[src/rtl/serial_rx_pkg.sv]
package serial_rx_pkg;

    typedef enum logic [2:0] {
        ST_IDLE,
        ST_START,
        ST_DATA,
        ST_PARITY,
        ST_STOP,
        ST_HOLD
    } rx_state_e;

    typedef struct packed {
        logic [1:0] wlen;
        logic       par_en;
        logic       par_odd;
    } rx_fmt_t;

endpackage

[src/rtl/serial_rx_sync.sv]
module serial_rx_sync #(
    parameter int   STAGES    = 2,
    parameter logic RESET_VAL = 1'b1
) (
    input  logic clk,
    input  logic rst_n,
    input  logic d,
    output logic q
);
    logic [STAGES-1:0] chain;

    always_ff @(posedge clk or negedge rst_n) begin
        if (!rst_n) chain <= {STAGES{RESET_VAL}};
        else        chain <= {chain[STAGES-2:0], d};
    end

    assign q = chain[STAGES-1];
endmodule

[src/rtl/serial_rx_parity.sv]
module serial_rx_parity #(
    parameter int DATA_W = 8
) (
    input  logic [DATA_W-1:0] data,
    input  logic              par_bit,
    input  logic              enable,
    input  logic              odd,
    output logic              err
);
    always_comb begin
        err = enable && (((^data) ^ par_bit) != odd);
    end
endmodule

[src/rtl/serial_rx.sv]
module serial_rx
    import serial_rx_pkg::*;
#(
    parameter int DATA_W = 8,
    parameter int OSR    = 16
) (
    input  logic              clk,
    input  logic              rst_n,
    input  logic              rx_in,
    input  logic              tick16,
    input  logic [1:0]        word_len,
    input  logic              par_en,
    input  logic              par_odd,
    output logic              out_valid,
    output logic [DATA_W-1:0] out_data,
    output logic              out_perr,
    output logic              out_ferr,
    output logic              out_brk
);
    localparam int CNT_W    = $clog2(OSR);
    localparam int IDX_W    = $clog2(DATA_W);
    localparam int MID      = OSR / 2 - 1;
    localparam int LAST     = OSR - 1;
    localparam int MIN_BITS = DATA_W - 3;

    rx_state_e         state, state_d;
    logic [CNT_W-1:0]  cnt;
    logic [IDX_W-1:0]  bit_idx;
    logic [DATA_W-1:0] shreg;
    logic [DATA_W-1:0] data_al;
    logic [IDX_W:0]    n_bits;
    rx_fmt_t           fmt_q;
    logic              par_q;
    logic              all_low;
    logic              rx_s;
    logic              mid_hit;
    logic              bit_hit;
    logic              last_bit;
    logic              perr_w;

    serial_rx_sync #(.STAGES(2), .RESET_VAL(1'b1)) i_sync (
        .clk   (clk),
        .rst_n (rst_n),
        .d     (rx_in),
        .q     (rx_s)
    );

    always_comb begin
        n_bits   = (IDX_W+1)'(MIN_BITS) + (IDX_W+1)'(fmt_q.wlen);
        mid_hit  = tick16 && (cnt == CNT_W'(MID));
        bit_hit  = tick16 && (cnt == CNT_W'(LAST));
        last_bit = ({1'b0, bit_idx} == (n_bits - 1'b1));
        data_al  = shreg >> ((IDX_W+1)'(DATA_W) - n_bits);
    end

    serial_rx_parity #(.DATA_W(DATA_W)) i_parity (
        .data    (data_al),
        .par_bit (par_q),
        .enable  (fmt_q.par_en),
        .odd     (fmt_q.par_odd),
        .err     (perr_w)
    );

    // Next-state logic
    always_comb begin
        state_d = state;
        unique case (state)
            ST_IDLE:   if (tick16 && !rx_s) state_d = ST_START;
            ST_START:  if (mid_hit) state_d = rx_s ? ST_IDLE : ST_DATA;
            ST_DATA:   if (bit_hit && last_bit)
                           state_d = fmt_q.par_en ? ST_PARITY : ST_STOP;
            ST_PARITY: if (bit_hit) state_d = ST_STOP;
            ST_STOP:   if (bit_hit) state_d = (all_low && !rx_s) ? ST_HOLD : ST_IDLE;
            ST_HOLD:   if (tick16 && rx_s) state_d = ST_IDLE;
            default:   state_d = ST_IDLE;
        endcase
    end

    // State register and datapath
    always_ff @(posedge clk or negedge rst_n) begin
        if (!rst_n) begin
            state   <= ST_IDLE;
            cnt     <= '0;
            bit_idx <= '0;
            shreg   <= '0;
            fmt_q   <= '0;
            par_q   <= 1'b0;
            all_low <= 1'b0;
        end else begin
            state <= state_d;
            if (state == ST_IDLE) begin
                cnt <= '0;
                if (tick16 && !rx_s) begin
                    fmt_q   <= '{wlen: word_len, par_en: par_en, par_odd: par_odd};
                    all_low <= 1'b1;
                    bit_idx <= '0;
                    par_q   <= 1'b0;
                end
            end else if (tick16) begin
                if (mid_hit && state == ST_START) cnt <= '0;
                else if (cnt == CNT_W'(LAST))    cnt <= '0;
                else                              cnt <= cnt + 1'b1;
            end
            if (bit_hit && state inside {ST_DATA, ST_PARITY, ST_STOP}) begin
                if (rx_s) all_low <= 1'b0;
                if (state == ST_DATA) begin
                    shreg   <= {rx_s, shreg[DATA_W-1:1]};
                    bit_idx <= bit_idx + 1'b1;
                end
                if (state == ST_PARITY) par_q <= rx_s;
            end
        end
    end

    // Output register
    always_ff @(posedge clk or negedge rst_n) begin
        if (!rst_n) begin
            out_valid <= 1'b0;
            out_data  <= '0;
            out_perr  <= 1'b0;
            out_ferr  <= 1'b0;
            out_brk   <= 1'b0;
        end else if (state == ST_STOP && bit_hit) begin
            out_valid <= 1'b1;
            out_data  <= data_al;
            out_perr  <= perr_w;
            out_ferr  <= !rx_s;
            out_brk   <= all_low && !rx_s;
        end else begin
            out_valid <= 1'b0;
        end
    end

    AST_VALID_ONE_CYCLE: assert property (@(posedge clk) disable iff (!rst_n)
        out_valid |=> !out_valid);
    AST_BREAK_FLAGS: assert property (@(posedge clk) disable iff (!rst_n)
        (out_valid && out_brk) |-> (out_ferr && out_data == '0));
    AST_HOLD_WHILE_LOW: assert property (@(posedge clk) disable iff (!rst_n)
        (state == ST_HOLD && !rx_s) |=> (state == ST_HOLD));
    AST_NO_PERR_UNPARITY: assert property (@(posedge clk) disable iff (!rst_n)
        (out_valid && !fmt_q.par_en) |-> !out_perr);
    AST_GLITCH_REJECT: assert property (@(posedge clk) disable iff (!rst_n)
        (state == ST_START && mid_hit && rx_s) |=> (state == ST_IDLE && !out_valid));
    AST_UPPER_ZERO: assert property (@(posedge clk) disable iff (!rst_n)
        out_valid |-> ((out_data >> n_bits) == '0));
endmodule

[config.mk]
export PLATFORM = sky130hd
export DESIGN_NAME = serial_rx
export DESIGN_NICKNAME = d
export VERILOG_FILES = /design/src/rtl/serial_rx_pkg.sv /design/src/rtl/serial_rx_sync.sv /design/src/rtl/serial_rx_parity.sv /design/src/rtl/serial_rx.sv
export SDC_FILE = /design/constraint.sdc
export NUM_CORES = 1
export LEC_CHECK = 0
export ABC_AREA = 1
export BUFFER_PORTS_ARGS = -buffer_cell sky130_fd_sc_hd__buf_2
export CELL_PAD_IN_SITES_DETAIL_PLACEMENT = 0
export CELL_PAD_IN_SITES_GLOBAL_PLACEMENT = 1
export CORE_MARGIN = 2
export CORE_UTILIZATION = 35
export DETAILED_ROUTE_END_ITERATION = 16
export PLACE_DENSITY = 0.68
export SLEW_MARGIN = 0
export SYNTH_ARGS = -nofsm -noshare
export SYNTH_HDL_FRONTEND = slang
export SYNTH_HIERARCHICAL = 1
export SYNTH_SLANG_ARGS = --single-unit
[constraint.sdc]
create_clock -name clk -period 3.3 [get_ports clk]
set_clock_uncertainty 0.05 [all_clocks]
set_input_delay 0.33 -clock clk [delete_from_list [all_inputs] [get_ports clk]]
set_output_delay 0.33 -clock clk [all_outputs]
set_load 0.02 [all_outputs]
==> metrics, run 1 <==
Sw Ratio=39.0%; commonest non-fill, non-tap cell in the layout=nand2_1; asr flop ratio synth=100%; Overflow after GRT=0; root buf cell=clkbuf_8; CP Launch Type=flop; CTS H-tree depth=2; leading area contributor after synthesis=dfrtp_1; Slew @ Worst Pin=836 ps; class of the most critical setup path=reg -> reg; part of the cycle the worst path needs=61.9%; DR iter-0 viols=59; Combinational Power Share=35.5%; Vias/cell=4.63; Seq/Total Area, Yosys=45.8%; fin crit period=2040 ps; final instance area=2300 sq um; DRT Pass-1 Iters=4; most frequent cells in the layout=nand2_1, dfrtp_1, inv_1; Clock Path Buffers=2; power density over the cells=656 nW/um^2; Post-CTS Setup Bufs=0; synthesized area per cell=7.92 sq um; max_cap viols=0; Final Hold Fails=0; # diodes=0; TritonCTS Buffers=5; RSZ-0062 raised after global routing=false; WP data arrival=2170 ps; final total power=1510 uW; core area=5850 sq um; top_reg_cell synth=dfrtp_1; initial antenna violation count=0; final layout net count=290; share of cells above drive strength 1=20.3%; Post-Syn Nets=273; clock latency on the worst-skew pair=280 ps; Yosys Warn Count=6; overall routing resource usage=14.5%; Layout Utilization=39.3%; Max Slew Vio Count=0; Sequential Power Share=39.7%; synthesized flop and latch total=38; cell at the slowest stage of the critical path=dfrtp_1; headroom to the max-slew limit=44.2%; DR DRC count=0; die height=81.1 um; Crit Path Max Fanout=15; clock power share=24.8%; Int Pwr=921 uW; largest stage delay on the critical path=560 ps; routed len/inst=11.8 um; CTS resizes=0; largest net degree at the start of global routing=39; share of the synthesized area in the top cell type=43.3%; die area=6580 sq um; Crit path top cell by count=nand2_1; Chip Width=81.1 um; CP Cell Sequence=o21ai_0 -> o21ai_0 -> nand2_1 -> nand2_1 -> nand2_1 -> nand3_1 -> nand2_2 -> o21ai_1 -> nor2_1 -> nand2_1 -> nand2_1; Fin Setup TNS=0 ps; vias in the first global route=1,636; Leakage=0.00119 uW; wire length of the first global-routing pass=7420 um; Req. time, crit path=3430 ps; routability cong.=0.801; Layout area overhead=10.5%; Syn Inst Count=263; status=completed; upper clock frequency limit=490 MHz; CTS tree=built; Final Setup Violations=0; Cell Area, Placed=2190 sq um; I/O Pins=20; Core Rows=28; Syn Std Cell Area=2080 sq um; Psw=588 uW; clock-pin slew of the registers on the worst-case setup and hold paths=80 ps; Starting Density=35.6%; Hold Crit Class=in -> async; hold buffer count at cts=0; DR vias=1,649; Routed Antenna Nets=0; largest cells by area after synthesis=dfrtp_1, nand2_1, nand3_1; CP endpoint kind=flop; I/O Buffers=19; EDFF count, synth=0; drt total wl=4190 um; Cell variety after synth=29; peak supply drop=0.000330 V; clock tree sinks=38; DP HPWL=3060 um
==> per-layer routing <==
metal	vias to the layer above	global-route usage, %	share of wire, %
met5	-	0	0
met4	0	4.92	1.4
met3	9	3.67	3.3
met2	22	23.1	46
met1	751	19.1	49
li1	867	-	-
==> cell families (layout without fill, tap and decap cells) <==
| family | after synthesis | count (layout) | synth area share, % |
|---|---|---|---|
| compound gates | 37 | 37 | 11.1 |
| fa+ha+maj | 2 | 2 | 1.20 |
| simple gates | 138 | 138 | 29.3 |
| buf+inv | 41 | 59 | 9.67 |
| mux | 1 | 1 | 0.481 |
| flops | 38 | 38 | 45.8 |
| xor+xnor | 6 | 6 | 2.52 |
==> sequential cells by signal, summed over array words and instances, names as in the netlist, 2 cells and up <==
| name | count |
|---|---|
| cnt | 4 |
| bit_idx | 3 |
| state | 3 |
| i_sync/chain | 2 |
| shreg | 8 |
| fmt_q | 4 |
| out_data | 8 |
==> synth_stat cells, types with 2 or more instances <==
| master | number |
|---|---|
| nand2_1 | 84 |
| dfrtp_1 | 36 |
| inv_1 | 26 |
| nand3_1 | 25 |
| o21ai_0 | 17 |
| nor2_1 | 12 |
| o21ai_2 | 9 |
| nand2_2 | 7 |
| inv_2 | 6 |
| buf_6 | 5 |
| xnor2_1 | 5 |
| o21ai_1 | 4 |
| a21oi_1 | 3 |
| buf_2 | 2 |
| buf_4 | 2 |
| dfstp_2 | 2 |
| ha_1 | 2 |
| nand3_2 | 2 |
| nand4_1 | 2 |
| nor2_2 | 2 |
| nor2_4 | 2 |
==> path summary, 6_finish.rpt <==
| check | startpoint | to | slack [ps] | cells past startpoint |
|---|---|---|---|---|
| max | fmt_q[2] | out_perr | 1260 | 11 |
| min | rst_n | shreg[5] | 90 | 1 |
| max reg2reg | fmt_q[2] | out_perr | 1260 | 11 |
| min reg2reg | i_sync/chain[0] | i_sync/chain[1] | 310 | 0 |
| max in group asynchronous | rst_n | state[0] | 2570 | 1 |
| min in group clk | rx_in | i_sync/chain[0] | 100 | 1 |
==> power groups by stage <==
stage | combinational (uW) | clock, uW | sequential (uW)
6_report | 536 | 374 | 598
5_1_grt | 634 | 403 | 610
3_3_place_gp | 541 | 0 | 607
3_5_place_dp | 538 | 0 | 605
4_1_cts | 540 | 385 | 597
2_1_floorplan | 498 | 0 | 558
==> per-stage QoR <==
stage	hold slack, ps	instances	setup WS, ps
finish	92.2	356	1260
global route	80.3	356	947
CTS	87.3	356	1280
detailed placement	298	348	1280
global placement	297	348	1260
floorplan	-15.6	263	1560
==> area by class of cell <==
type / count / area, sq um
fill: 615 / 3550
sequential: 38 / 953
multi-input combinational: 184 / 927
inverter: 32 / 120
clock buffer: 8 / 110
timing repair buffer: 19 / 95.1
tap: 75 / 93.8
==> critical path: cells and delay by family, from the launching register on <==
family	cells	cell delay (ps)
AO/OA/AOI/OAI	3	710
flip-flops	1	560
AND/OR/NAND/NOR	8	620
(Power assumes the default switching activity.)
==> inputs of run 2 (changes only) <==
--- a/config.mk
+++ b/config.mk
@@ -12,7 +12,7 @@
 export CORE_MARGIN = 2
 export CORE_UTILIZATION = 35
 export DETAILED_ROUTE_END_ITERATION = 16
-export PLACE_DENSITY = 0.68
+export PLACE_DENSITY = 0.7
 export SLEW_MARGIN = 0
 export SYNTH_ARGS = -nofsm -noshare
 export SYNTH_HDL_FRONTEND = slang
==> constraint.sdc (replaced) <==
create_clock -name clk -period 1.7 [get_ports clk]
set_clock_uncertainty 0.05 [all_clocks]
set_input_delay 0.17 -clock clk [delete_from_list [all_inputs] [get_ports clk]]
set_output_delay 0.17 -clock clk [all_outputs]
set_load 0.02 [all_outputs]
==> run 2 against run 1 <==
Effect of this change: the flow now finishes with violations (setup timing); power rose by 120%; via count increased by 4.6%; fmax up 17%; setup slack lost 1300 ps; critical path type unchanged; clock power increased by 70%; sequential power is 87% higher; global-route usage grew 0.15 points; combinational power grew to 3.0 times the previous value; flip-flop and latch count unchanged; non-clock buffer count up 34.
==> metrics, run 2 (synthesis results as in run 1) <==
Final Hold Fails=0; class of the most critical setup path=reg -> reg; worst r2r src=fmt_q[2]; # diodes=0; worst reg2reg setup slack=-40 ps; WHS Endpoint=fmt_q[0]; Reg-to-Reg End=out_perr; peak supply drop=0.000387 V; Clock Path Buffers=2; CTS H-tree depth=2; Vias/cell=4.42; Final Setup Violations=1; Cell Area, Placed=2390 sq um; most frequent cells in the layout=nand2_1, dfrtp_1, buf_4; Overflow after GRT=0; Fillers=603; DR vias=1,725; R2R depth=13; routability cong.=0.836; CTS tree=built; initial antenna violation count=0; routed len/inst=11.1 um; DP HPWL=3180 um; DR iter-0 viols=70; die height=81.1 um; die area=6580 sq um; CP Launch Type=flop; Leakage=0.00137 uW; I/O Pins=20; root buf cell=clkbuf_8; Layout area overhead=26.3%; DR DRC count=0; Chip Width=81.1 um; upper clock frequency limit=573 MHz; fin crit period=1740 ps; CP endpoint kind=flop; status=finished, violations left; I/O Buffers=19; max_cap viols=0; Max Slew Vio Count=0; clock tree sinks=38; power density over the cells=1270 nW/um^2; WP data arrival=1870 ps; commonest non-fill, non-tap cell in the layout=nand2_1; largest net degree at the start of global routing=24; fin cells=390; worst path setup slack after routing=-44.3 ps; TritonCTS Buffers=5; Core Rows=28; part of the cycle the worst path needs=103%; violated checks=setup timing; Layout Utilization=45.0%; hold-critical path depth=3; Largest regs=out_data: 8 flops, shreg: 8 flops; headroom to the max-slew limit=63.4%; hold path start=par_odd; clock-pin slew of the registers on the worst-case setup and hold paths=70 ps; core area=5850 sq um; Hold Crit Class=in -> reg; final layout net count=324; Starting Density=35.6%; final instance area=2630 sq um; share of cells above drive strength 1=33.3%; Post-Place Cells=372; final total power=3340 uW; Routed Antenna Nets=0; vias in the first global route=1,684; clock latency on the worst-skew pair=280 ps; DRT Pass-1 Iters=4; Slew @ Worst Pin=549 ps; overall routing resource usage=14.6%; wire length of the first global-routing pass=7540 um; Fin Setup TNS=-44.3 ps; Req. time, crit path=1830 ps; RSZ-0062 raised after global routing=true; Crit Path Max Fanout=8; drt total wl=4340 um
[run 2: worst max path at each step]
stage | from | end | slack [ps] | depth (start not counted)
after floorplan | fmt_q[2] | out_perr | 2 | 15
after global placement | fmt_q[2] | out_perr | -120 | 12
after detailed placement | fmt_q[2] | out_perr | -150 | 12
after CTS | fmt_q[2] | out_perr | -50 | 13
after global routing | fmt_q[2] | out_perr | -210 | 13
final | fmt_q[2] | out_perr | -40 | 13
[run 2: final cells by class]
type | instances | area, sq um | share of cell area (%)
clock buffers | 8 | 90.1 | 3.43
well taps | 75 | 93.8 | 3.57
repair buffers | 53 | 384 | 14.6
multi-input cells | 184 | 987 | 37.5
inverters | 32 | 120 | 4.57
flip-flops and latches | 38 | 955 | 36.3
[run 2: metrics by stage]
| step | hold WS (ps) | setup slack (ps) |
|---|---|---|
| CTS | 56.9 | -49.4 |
| global route | 71.1 | -209 |
| finish | 64.8 | -44.3 |
| global placement | 149 | -121 |
| floorplan | -176 | 2.50 |
| detailed placement | 144 | -146 |
[run 2: routing by layer]
layer | share of wire (%) | GRT usage (%) | vias up
li1 | - | - | 936
met1 | 51 | 19.5 | 765
met2 | 46 | 24.0 | 20
met3 | 2.7 | 2.89 | 4
met4 | 0.92 | 4.24 | 0
met5 | 0 | 0 | -
[run 2: critical path, stage by stage, from the launching register on]
cell,delay [ps]
dfrtp_2,470
buf_6,160
a21oi_2,110
o21ai_1,100
o21ai_2,90
nand2_1,130
nand2_2,90
nand2_1,50
nand3_1,70
nand2_2,60
o21ai_1,110
nor2_1,50
nand2_1,60
nand2_1,40
[run 2: what timing repair did]
item	in CTS	in global routing
hold buffers	2	0
endpoints found under the hold margin	21	0
pin swaps	10	7
gates resized for setup	13	16
buffers inserted	6	2
endpoints found under the setup margin	1	2
[run 2: power breakdown]
| group | leakage (uW) | internal, uW | switching [uW] |
|---|---|---|---|
| sequential | 0.000504 | 1000 | 113 |
| clock | 0.0000455 | 331 | 305 |
| combinational | 0.000821 | 726 | 861 |
| total | 0.00137 | 2060 | 1280 |
==> inputs of run 3 (changes only) <==
--- a/config.mk
+++ b/config.mk
@@ -11,8 +11,10 @@
 export CELL_PAD_IN_SITES_GLOBAL_PLACEMENT = 1
 export CORE_MARGIN = 2
 export CORE_UTILIZATION = 35
+export CTS_CLUSTER_SIZE = 25
 export DETAILED_ROUTE_END_ITERATION = 16
 export PLACE_DENSITY = 0.7
+export SKIP_CTS_REPAIR_TIMING = 1
 export SLEW_MARGIN = 0
 export SYNTH_ARGS = -nofsm -noshare
 export SYNTH_HDL_FRONTEND = slang
==> constraint.sdc (replaced) <==
create_clock -name clk -period 1.7 [get_ports clk]
set_clock_uncertainty 0.05 [all_clocks]
set_input_delay 0.17 -clock clk [delete_from_list [all_inputs] [get_ports clk]]
set_output_delay 0.17 -clock clk [all_outputs]
set_load 0.05 [all_outputs]
==> run 3 against run 2 <==
Effect of this change: the flow still finishes with violations (setup timing); final cell count unchanged; count of clock-buffer cells in the layout unchanged; combinational power increased by 4%; worst hold slack got worse by 0.88 ps; fmax increased by 1.1%.
==> metrics, run 3 (synthesis results as in run 1) <==
Crit path top cell by count=nand2_1; initial antenna violation count=0; Overflow after GRT=0; TritonCTS Buffers=5; core area=5850 sq um; DR DRC count=0; die area=6580 sq um; peak supply drop=0.000440 V; Layout area overhead=27.3%; DRT Pass-1 Iters=4; cell at the slowest stage of the critical path=dfrtp_2; I/O Pins=20; Post-Place Worst Slack=-146 ps; part of the cycle the worst path needs=101%; status=finished, violations left; CP Cell Sequence=buf_4 -> nand2_1 -> o21ai_2 -> o22ai_2 -> nand2_1 -> nand2_2 -> nand2_1 -> nand3_1 -> nand2_2 -> o21ai_1 -> nor2_1 -> nand2_1 -> nand2_1; overall routing resource usage=14.3%; Leakage=0.00137 uW; Final Hold Fails=0; clock-pin slew of the registers on the worst-case setup and hold paths=70 ps; RSZ-0062 raised after global routing=true; clock tree sinks=38; DP HPWL=3180 um; CTS H-tree depth=2; Max Slew Vio Count=0; most frequent cells in the layout=nand2_1, dfrtp_1, buf_4; commonest non-fill, non-tap cell in the layout=nand2_1; Routed Antenna Nets=0; class of the most critical setup path=reg -> reg; routed len/inst=11.4 um; Cell Area, Placed=2390 sq um; Starting Density=35.6%; Worst Path Buf+Inv=1; share of cells above drive strength 1=33.7%; I/O Buffers=19; # diodes=0; fin crit period=1720 ps; hold-critical path depth=3; largest stage delay on the critical path=440 ps; worst reg2reg setup slack=-20 ps; CP endpoint kind=flop; routability cong.=0.836; Reg-to-Reg End=out_perr; Hold Crit Class=in -> reg; Crit path max-delay family=simple AND/OR/NAND/NOR gates; register area=955 sq um; Final Setup Violations=1; largest net degree at the start of global routing=24; Core Rows=28; DR vias=1,743; WHS Endpoint=fmt_q[0]; hold path start=par_odd; DR iter-0 viols=68; max_cap viols=0; die height=81.1 um; drt total wl=4460 um; final total power=3390 uW; Vias/cell=4.47; Fillers=599; Chip Width=81.1 um; final layout net count=324; WP data arrival=1850 ps; upper clock frequency limit=580 MHz; vias in the first global route=1,613; multi-input logic area=1000 sq um; CTS tree=built; root buf cell=clkbuf_8; Clock Path Buffers=2; wire length of the first global-routing pass=7340 um; CP Launch Type=flop; R2R depth=13; worst r2r src=fmt_q[2]; worst path setup slack after routing=-24.7 ps; headroom to the max-slew limit=63.5%; power density over the cells=1280 nW/um^2; violated checks=setup timing; Req. time, crit path=1830 ps; Crit Path Max Fanout=7; Post-Place Cells=372; Slew @ Worst Pin=548 ps; fin cells=390; final instance area=2650 sq um; Largest regs=out_data: 8 flops, shreg: 8 flops; clock latency on the worst-skew pair=280 ps
run 3: layout make-up:
type	count	area share, %
timing repair buffer	53	14.6
sequential	38	36.0
inverter	32	4.63
multi-input combinational	184	37.8
tap	75	3.54
clock buffer	8	3.40
run 3: stage by stage:
stage          hold slack [ps]  utilization, %  TNS (ps)
2_1_floorplan             -176               -         0
3_3_place_gp               149            40.9      -121
3_5_place_dp               144            40.9      -146
4_1_cts                   -160            42.5      -158
5_1_grt                   71.2            45.3      -174
6_report                  63.9            45.3     -24.7
run 3: worst min-delay path: cells and delay by family:
family                 cells  cell delay [ps]
AOI/OAI and AO/OA          1               50
buffers and inverters      2              130
run 3: worst max path at each step:
| stage | startpoint | endpoint | cells after the start |
|---|---|---|---|
| final | fmt_q[2] | out_perr | 13 |
| after global routing | fmt_q[2] | out_perr | 15 |
| after CTS | fmt_q[2] | out_perr | 12 |
| after detailed placement | fmt_q[2] | out_perr | 12 |
| after global placement | fmt_q[2] | out_perr | 12 |
| after floorplan | fmt_q[2] | out_perr | 15 |
run 3: where the power goes:
group	leakage [uW]	internal (uW)	switching, uW
logic	0.000821	745	902
clock network	0.0000455	331	310
registers	0.000504	1000	101
total	0.00137	2080	1310
run 3: layer usage:
layer	wire length (um)	global-route usage (%)	share of wire [%]	up-vias
met1	2210	19.5	50	782
met5	0	0	0	-
met2	2070	22.8	46	22
met4	44	4.24	0.99	0
li1	-	-	-	934
met3	131	2.89	2.9	5
